<file path="config.mk">
export PLATFORM = sky130hd
export DESIGN_NAME = tx_desc_poll_engine
export DESIGN_NICKNAME = d
export VERILOG_FILES = /design/src/rtl/tx_desc_poll_engine.sv
export SDC_FILE = /design/constraint.sdc
export NUM_CORES = 1
export LEC_CHECK = 0
export ABC_AREA = 1
export BUFFER_PORTS_ARGS = -buffer_cell sky130_fd_sc_hd__buf_2
export CORE_ASPECT_RATIO = 1.4
export CORE_MARGIN = 2
export CORE_UTILIZATION = 58
export CTS_BUF_LIST = sky130_fd_sc_hd__clkbuf_8
export DETAILED_ROUTE_END_ITERATION = 16
export HOLD_SLACK_MARGIN = 0.15
export PLACE_DENSITY = 0.83
export SLEW_MARGIN = 15
export SYNTH_ARGS = -nofsm -noshare
export SYNTH_HDL_FRONTEND = slang
export SYNTH_SLANG_ARGS = --single-unit
</file>
<file path="constraint.sdc">
create_clock -name clk -period 3.1 [get_ports clk]
set_input_delay 0.155 -clock clk [delete_from_list [all_inputs] [get_ports clk]]
set_output_delay 0.155 -clock clk [all_outputs]
set_load 0.03 [all_outputs]
</file>
<file path="src/rtl/tx_desc_poll_engine.sv">
module tx_desc_poll_engine #(
  parameter int IDX_W    = 8,
  parameter int LEN_W    = 13,
  parameter int MIN_LEN  = 60,
  parameter int POLL_BIT = 6
) (
  input  logic        clk,
  input  logic        rst_n,
  input  logic        poll_we,
  input  logic [7:0]  poll_data,
  input  logic [31:8] ring_base,
  output logic        mem_req,
  output logic        mem_we,
  output logic [31:0] mem_addr,
  output logic [31:0] mem_wdata,
  input  logic [31:0] mem_rdata,
  input  logic        mem_ack,
  output logic        m_tvalid,
  input  logic        m_tready,
  output logic [7:0]  m_tdata,
  output logic        m_tlast,
  output logic        frame_done
);

  localparam int OWN_B = 31;
  localparam int EOR_B = 30;
  localparam int LS_B  = 28;
  localparam logic [7:0] POLL_MASK = 8'(1) << POLL_BIT;
  localparam logic [LEN_W-1:0] MIN_CNT = LEN_W'(MIN_LEN);

  typedef enum logic [2:0] {S_IDLE, S_STAT, S_BUF, S_DATA, S_WB} st_t;

  st_t              state;
  logic [IDX_W-1:0] idx;
  logic [31:0]      stat, ptr, word;
  logic [LEN_W-1:0] cnt;
  logic             word_ok, pend, done_q;

  wire              poll_hit  = poll_we && |(poll_data & POLL_MASK);
  wire [31:0]       desc_addr = {ring_base, 8'h00} + {{(28-IDX_W){1'b0}}, idx, 4'h0};
  wire [LEN_W-1:0]  len       = stat[LEN_W-1:0];
  wire [LEN_W-1:0]  total     = (len < MIN_CNT) ? MIN_CNT : len;
  wire              pad       = cnt >= len;
  wire              last_byte = cnt == total - 1'b1;
  wire [7:0]        lane      = word[{ptr[1:0], 3'b000} +: 8];
  wire              xfer      = m_tvalid && m_tready;
  wire              mem_done  = mem_req && mem_ack;

  assign m_tvalid   = (state == S_DATA) && (word_ok || pad);
  assign m_tdata    = pad ? 8'h00 : lane;
  assign m_tlast    = m_tvalid && last_byte && stat[LS_B];
  assign mem_we     = state == S_WB;
  assign mem_wdata  = {1'b0, stat[30:0]};
  assign frame_done = done_q;

  always_comb begin
    mem_req  = 1'b0;
    mem_addr = desc_addr;
    case (state)
      S_STAT, S_WB: mem_req = 1'b1;
      S_BUF: begin
        mem_req  = 1'b1;
        mem_addr = desc_addr | 32'h8;
      end
      S_DATA: begin
        mem_req  = !word_ok && !pad;
        mem_addr = {ptr[31:2], 2'b00};
      end
      default: mem_req = 1'b0;
    endcase
  end

  always_ff @(posedge clk) begin
    if (!rst_n) begin
      state   <= S_IDLE;
      idx     <= '0;
      stat    <= '0;
      ptr     <= '0;
      word    <= '0;
      cnt     <= '0;
      word_ok <= 1'b0;
      pend    <= 1'b0;
      done_q  <= 1'b0;
    end else begin
      done_q <= 1'b0;
      if (poll_hit && state != S_IDLE) pend <= 1'b1;
      case (state)
        S_IDLE:
          if (poll_hit || pend) begin
            state <= S_STAT;
            pend  <= 1'b0;
          end
        S_STAT:
          if (mem_done) begin
            stat  <= mem_rdata;
            state <= mem_rdata[OWN_B] ? S_BUF : S_IDLE;
          end
        S_BUF:
          if (mem_done) begin
            ptr     <= mem_rdata;
            cnt     <= '0;
            word_ok <= 1'b0;
            state   <= S_DATA;
          end
        S_DATA: begin
          if (mem_done) begin
            word    <= mem_rdata;
            word_ok <= 1'b1;
          end
          if (xfer) begin
            ptr <= ptr + 32'd1;
            cnt <= cnt + 1'b1;
            if (ptr[1:0] == 2'b11) word_ok <= 1'b0;
            if (last_byte) state <= S_WB;
          end
        end
        S_WB:
          if (mem_done) begin
            done_q <= 1'b1;
            idx    <= stat[EOR_B] ? '0 : idx + 1'b1;
            state  <= S_STAT;
          end
        default: state <= S_IDLE;
      endcase
    end
  end

  assert_stream_hold_R11: assert property (@(posedge clk) disable iff (!rst_n)
    m_tvalid && !m_tready |=> m_tvalid && $stable(m_tdata) && $stable(m_tlast));

  assert_mem_hold_R11: assert property (@(posedge clk) disable iff (!rst_n)
    mem_req && !mem_ack |=> mem_req && $stable(mem_addr) && $stable(mem_we) && $stable(mem_wdata));

  assert_done_after_wb_R8: assert property (@(posedge clk) disable iff (!rst_n)
    $rose(frame_done) |-> $past(mem_req && mem_ack && mem_we));

  assert_done_pulse_R8: assert property (@(posedge clk) disable iff (!rst_n)
    frame_done |=> !frame_done);

  assert_wb_status_word_R3: assert property (@(posedge clk) disable iff (!rst_n)
    mem_req && mem_we |-> mem_addr[3:0] == 4'h0);

  assert_gap_after_last_R7: assert property (@(posedge clk) disable iff (!rst_n)
    m_tvalid && m_tready && m_tlast |=> !m_tvalid);

endmodule

</file>
==> results of run 1 <==
## stage by stage
| step | hold WS, ps | util [%] | setup WS (ps) |
|---|---|---|---|
| 3_3_place_gp | 429 | 65.1 | 442 |
| 5_1_grt | 211 | 73.2 | -450 |
| 6_report | 194 | 73.2 | -96.4 |
| 4_1_cts | 185 | 70.8 | 6.39 |
| 3_5_place_dp | 433 | 65.1 | 368 |
| 2_1_floorplan | 298 | - | 232 |
## power by group
group / total (mW) / internal [mW] / leakage (nW) / switching (mW)
Combinational: 2.57 / 0.830 / 2.93 / 1.74
Sequential: 2.03 / 1.78 / 0.994 / 0.247
Clock: 1.45 / 0.665 / 0.195 / 0.780
Total: 6.05 / 3.28 / 4.12 / 2.77
## worst min-delay path, delay by kind of cell
family | cells | cell delay, ps
buffers and inverters | 1 | 160
AND/OR/NAND/NOR | 1 | 200
AO/OA/AOI/OAI | 1 | 100
## placed cells by master, fill, tap and decap left out, drive strengths merged, types with 2 or more instances in the layout
master	count
nor3	33
o22ai	5
conb	3
o221ai	3
ha	21
clkinvlp	2
a21oi	168
o211ai	3
a31oi	5
xor2	19
o21ai	143
inv	156
nor4	7
nand2	182
a211oi	3
dfxtp	122
nand3	67
nor2	117
a221oi	7
nor3b	3
o21bai	4
nand3b	4
clkbuf	17
xnor2	5
nand4	23
mux2i	4
o31ai	6
clkinv	5
dlygate4sd3	35
or2	2
buf	168
## area by class of cell
cell class,count,area share [%]
sequential,122,25.3
clock inverter,15,1.58
timing repair buffer,203,13.4
inverter,149,5.84
tap,182,2.34
multi-input combinational,843,49.1
clock buffer,17,2.40
## registers in the layout, summed over array words and instances (netlist names)
name        cells
frame_done      1
stat           31
word_ok         1
state           3
word           32
idx             8
cnt            13
pend            1
ptr            32
## layer usage
metal / vias to the layer above / track usage, %
met5: - / 0
met4: 0 / 24.9
met3: 119 / 6.75
met2: 369 / 56.9
met1: 3977 / 35.7
li1: 4286 / -
## what timing repair did
item,CTS,global route
endpoints found under the hold margin,82,0
buffers inserted,0,14
resized for setup,6,62
hold buffers,35,0
endpoints found under the setup margin,3,10
pin swaps,1,27
cloned,0,0
## cell families (layout without fill, tap and decap cells)
kind of cell,Yosys count,after routing
compound gates,351,351
xor+xnor,24,24
fa+ha+maj,22,22
buf+inv,202,384
flops,122,122
mux,5,5
other cells,1,3
simple gates,438,438
## worst min-delay path by stage
stage          cells past startpoint  slack [ps]        to
2_1_floorplan                      2         300  stat[16]
3_3_place_gp                       2         430   word[1]
4_1_cts                            3         190  stat[30]
5_1_grt                            3         210  stat[30]
3_5_place_dp                       2         430  word[16]
6_report                           3         190  stat[30]
==> impl_results.md, run 1 <==
- Status: complete, but fails checks
- Failing checks: setup timing
- Chip width: 102 um
- Area Growth Syn to Fin: 23.8%
- Max Fclk: 313 MHz
- Largest family of logic cells by synthesized area: simple AND/OR/NAND/NOR gates
- CP max-delay cell: dfxtp_2
- RSZ-0062 raised after global routing: yes
- Synth Register Bits: 122
- Reg-to-reg slack, setup: 250 ps
- Fill count: 1,078
- EDFF count, synth: 0
- Reg2Reg Capture Point: stat[19]
- Finished layout cell area: 9750 um2
- Setup ws final: -96.4 ps
- Count leader, synth: nand2_1
- Critical path launch point type: flip-flop
- Critical path endpoint: m_tlast
- Max-Cap Viols: 0
- Largest net degree at the start of global routing: 96
- Worst-path clk slew: 100 ps
- Grt total ovfl: 0
- Htree depth: 4
- Pleak: 4.12 nW
- Share of layout cells above drive strength 1: 22.9%
- Worst r2r src: stat[10]
- WL met3: 1.49 mm
- Row count: 50
- DR WL/cell: 16.2 um
- Cell area after synthesis: 7870 um2
- Antenna violations before repair: 0
- Adder-Cell Fraction of Synth Area: 3.59%
- CP cell instances: inv_4 > nand2_4 > nor2_4 > nand3_4 > nand2_4 > ha_4 > buf_4 > inv_1 > nor2_1 > nand3_1 > nand2_1 > nand2_1 > nor2_2 > nand2_1 > nor2_1 > nand3_1 > nor4_2 > buf_4
- CP most frequent cell: nand2_1
- Post-synthesis simple-gate area fraction: 27.3%
- Average size of a mapped cell: 6.76 um2
- Global-route usage over all layers: 33.4%
- Multi-input gate area: 4780 um2
- Hold Path Class: input port to flip-flop
- Hold path start: mem_ack
- Starting Density: 59.1%
- PD cells: 620 nW/um2
- Critical Path AT: 3040 ps
- Max Slew Vio Count: 0
- Worst setup EP type: output pin
- Vias in the first global route: 7,988
- Num CTS Buffers: 17
- DRT Pass-1 Iters: 5
- Sequential-to-total area share from yosys stat: 31.0%
- Core area: 13,300 um2
- Crit path time final: 3200 ps
- Clock Tree Root: clkbuf_8
- Critical path class: flip-flop to output pin
- Top_reg_cell synth: dfxtp_1
- Worst reg-to-reg path cell count: 12
- Yosys top cell area share: 31.0%
- Rel. slew slack: 58.1%
- Final worst-path cycle share: 103%
- CP max FO: 5
- Fin nets: 1,427
- Port bufs: 135
- GP Congestion: 0.945
- Worst path depth: 18
- DIE AREA: 14,500 um2
- DP Wirelength: 17.2 mm
- Worst Setup SP: stat[10]
- Post-synthesis mux area share: 0.652%
- Io pins: 146
- Mapped Cells: 1,165
- First-pass GRT wire length: 37.9 mm
- Pwr Total: 6.05 mW
- Worst-Skew Late Latency: 470 ps
- Synth top area cells: dfxtp_1, a21oi_1, nand2_1
- Final Hold Violating Endpoints: 0
- Initial DRC count: 614
- DIE HEIGHT: 142 um
- Post-synth top cells: nand2_1, a21oi_1, inv_1, dfxtp_1, o21ai_0
- Setup TNS: -96.4 ps
- Met1 WL: 9.10 mm
- Crit path max-delay family: simple AND/OR/NAND/NOR gates
- Unique masters post-synth: 57
- Warnings from Yosys: 0
- Post-Synth XOR/XNOR Area: 2.67%
- Worst Tran Pin Value: 624 ps
- Inst Count DP: 1,450
- Compound-gate portion of the synthesized area: 24.0%
- Post-Route WL: 24.9 mm
- Sink Count: 122
- Vias per Instance: 5.72
- CTS tree: built
- Reg area: 2470 um2
- ANT cells: 0
- Share of flip-flops with an asynchronous set or reset: 0%
- Endpoints failing setup: 1
- VDD IR max: 0.392 mV
- Skew final: 21.3 ps
- CP bufs+invs: 4
- Antenna Nets Post-Route: 0
- Post-synth top area cell: dfxtp_1
- Routed wl met2: 12.4 mm
- Final instance count without filler cells: 1,531
- Max incr delay on CP: 360 ps
- Placed cell areas: 8680 um2
- Via count: 8,751
- Clock Tree Buf Depth: 2
- Worst EP required: 2940 ps
- Post-route DRC: 0
- Top routing layer used: met4
No activity file was read; power rests on OpenSTA's default activity.
==> run 2, diff against run 1 <==
- PLACE_DENSITY: 0.83 -> default
- PLACE_DENSITY_LB_ADDON: default -> 0.12
==> impl_results.md, run 2 (synthesized netlist as in run 1, its figures left out) <==
- Endpoints failing setup: 0
- Worst reg-to-reg path cell count: 12
- DP Wirelength: 17.2 mm
- DR WL/cell: 15.6 um
- Critical path class: flip-flop to output pin
- Row count: 50
- Hold depth: 5
- Placed cell areas: 8660 um2
- Final Hold Violating Endpoints: 0
- Most frequent cells in the layout: nand2_1, a21oi_1, inv_1
- Chip width: 102 um
- Sink Count: 122
- GP Congestion: 0.937
- Crit path time final: 2970 ps
- Final hold slack: 181 ps
- Max incr delay on CP: 340 ps
- Worst r2r src: stat[4]
- Max Fclk: 337 MHz
- Inst Count DP: 1,449
- Vias in the first global route: 7,890
- Core area: 13,300 um2
- Worst setup EP type: output pin
- Fill count: 1,153
- VDD IR max: 0.342 mV
- RSZ-0062 raised after global routing: yes
- CP bufs+invs: 1
- CTS tree: built
- DRT Pass-1 Iters: 6
- Largest net degree at the start of global routing: 74
- Hold Path Class: input port to flip-flop
- Reg area: 2460 um2
- Num CTS Buffers: 17
- Pleak: 4.03 nW
- Critical path launch point type: flip-flop
- Final core area utilization: 72.1%
- Finished layout cell area: 9610 um2
- Final instance count without filler cells: 1,518
- Worst-Skew Late Latency: 450 ps
- Worst path depth: 15
- Initial DRC count: 524
- Critical Path AT: 2820 ps
- Starting Density: 59.1%
- Antenna Nets Post-Route: 0
- Max Slew Vio Count: 0
- PD cells: 640 nW/um2
- Reg-to-reg slack, setup: 240 ps
- Post-route DRC: 0
- DIE AREA: 14,500 um2
- Share of layout cells above drive strength 1: 21.3%
- First-pass GRT wire length: 37.2 mm
- Status: finished, final reports clean
- Io pins: 146
- Global-route usage over all layers: 32.6%
- Reg2Reg Capture Point: stat[24]
- Htree depth: 4
- Worst EP required: 2940 ps
- Largest registers: ptr (32), word (32), stat (31)
- CP cell instances: ha_4 > nand3_1 > nand2_1 > nand2_1 > a21oi_2 > nand2_1 > nor2_2 > nand2_2 > nor2_4 > nand2_1 > nor2_2 > nand4_1 > xor2_1 > a21oi_1 > buf_4
- Port bufs: 135
- Rel. slew slack: 54.5%
- Hold Path End: cnt[0]
- Antenna violations before repair: 0
- Post-Route WL: 23.6 mm
- Skew final: 14.1 ps
- Final worst-path cycle share: 95.9%
- Pwr Total: 6.15 mW
- Area Growth Syn to Fin: 22.0%
- Clock Tree Buf Depth: 2
- Fin nets: 1,415
- ANT cells: 0
- Worst-path clk slew: 80 ps
- CP most frequent cell: nand2_1
- Worst Tran Pin Value: 682 ps
- Crit path max-delay family: simple AND/OR/NAND/NOR gates
- Grt total ovfl: 0
- CP max FO: 4
- Vias per Instance: 5.61
- Via count: 8,512
- CP max-delay cell: dfxtp_2
- DIE HEIGHT: 142 um
- Clock Tree Root: clkbuf_8
- Multi-input gate area: 4710 um2
- Max-Cap Viols: 0
- Hold path start: m_tready
-- run 2: changes by cell type in the layout (fill, tap and decap cells not counted), sizes merged --
cell / change
clkinvlp: -1
bufinv: +3
buf: -11
inv: -2
clkinv: -1
dlygate4sd3: -1
-- run 2: worst max-delay path by stage --
stage                         from            to  slack [ps]
final                       idx[6]  mem_addr[29]         130
after global routing       stat[5]       m_tlast        -100
after CTS                 stat[10]       m_tlast          10
after detailed placement    idx[4]  mem_addr[30]         360
after global placement      idx[4]  mem_addr[30]         390
after floorplan           stat[10]       m_tlast         230
-- run 2: layout make-up --
cell class / instances / area share [%]
multi-input combinational: 843 / 49.0
sequential: 122 / 25.6
timing repair buffer: 191 / 12.6
inverter: 149 / 5.85
clock buffer: 17 / 2.44
tap: 182 / 2.37
clock inverter: 14 / 2.18
-- run 2: tightest hold or removal path: stages --
cell	delay (ps)
buf_2	120
nand2_4	120
a21oi_1	70
o21ai_0	70
inv_1	40
-- run 2: timing repair --
item,4_1_cts,5_1_grt
endpoints found under the hold margin,73,0
endpoints found under the setup margin,6,8
hold buffers,34,0
pin swaps,1,7
gates resized for setup,9,33
setup buffers,1,3
-- run 2: per-layer routing --
metal	wire length (um)	part of all wire, %	GRT usage [%]
met5	0	0	0
met1	9060	38	36.7
met3	1420	6.0	5.42
met4	1320	5.6	18.5
met2	11800	50	57.0
-- run 2: metrics by stage --
stage,setup WS [ps],setup TNS [ps]
after floorplan,232,0
after global placement,393,0
after detailed placement,361,0
after CTS,11.7,0
after global routing,-104,-194
final,129,0
-- run 2: report_power, final --
group          switching, mW  internal (mW)  leakage (nW)  total, mW
clock                  0.723          0.896         0.221       1.62
sequential             0.235           1.78         0.992       2.02
combinational           1.70          0.814          2.82       2.51
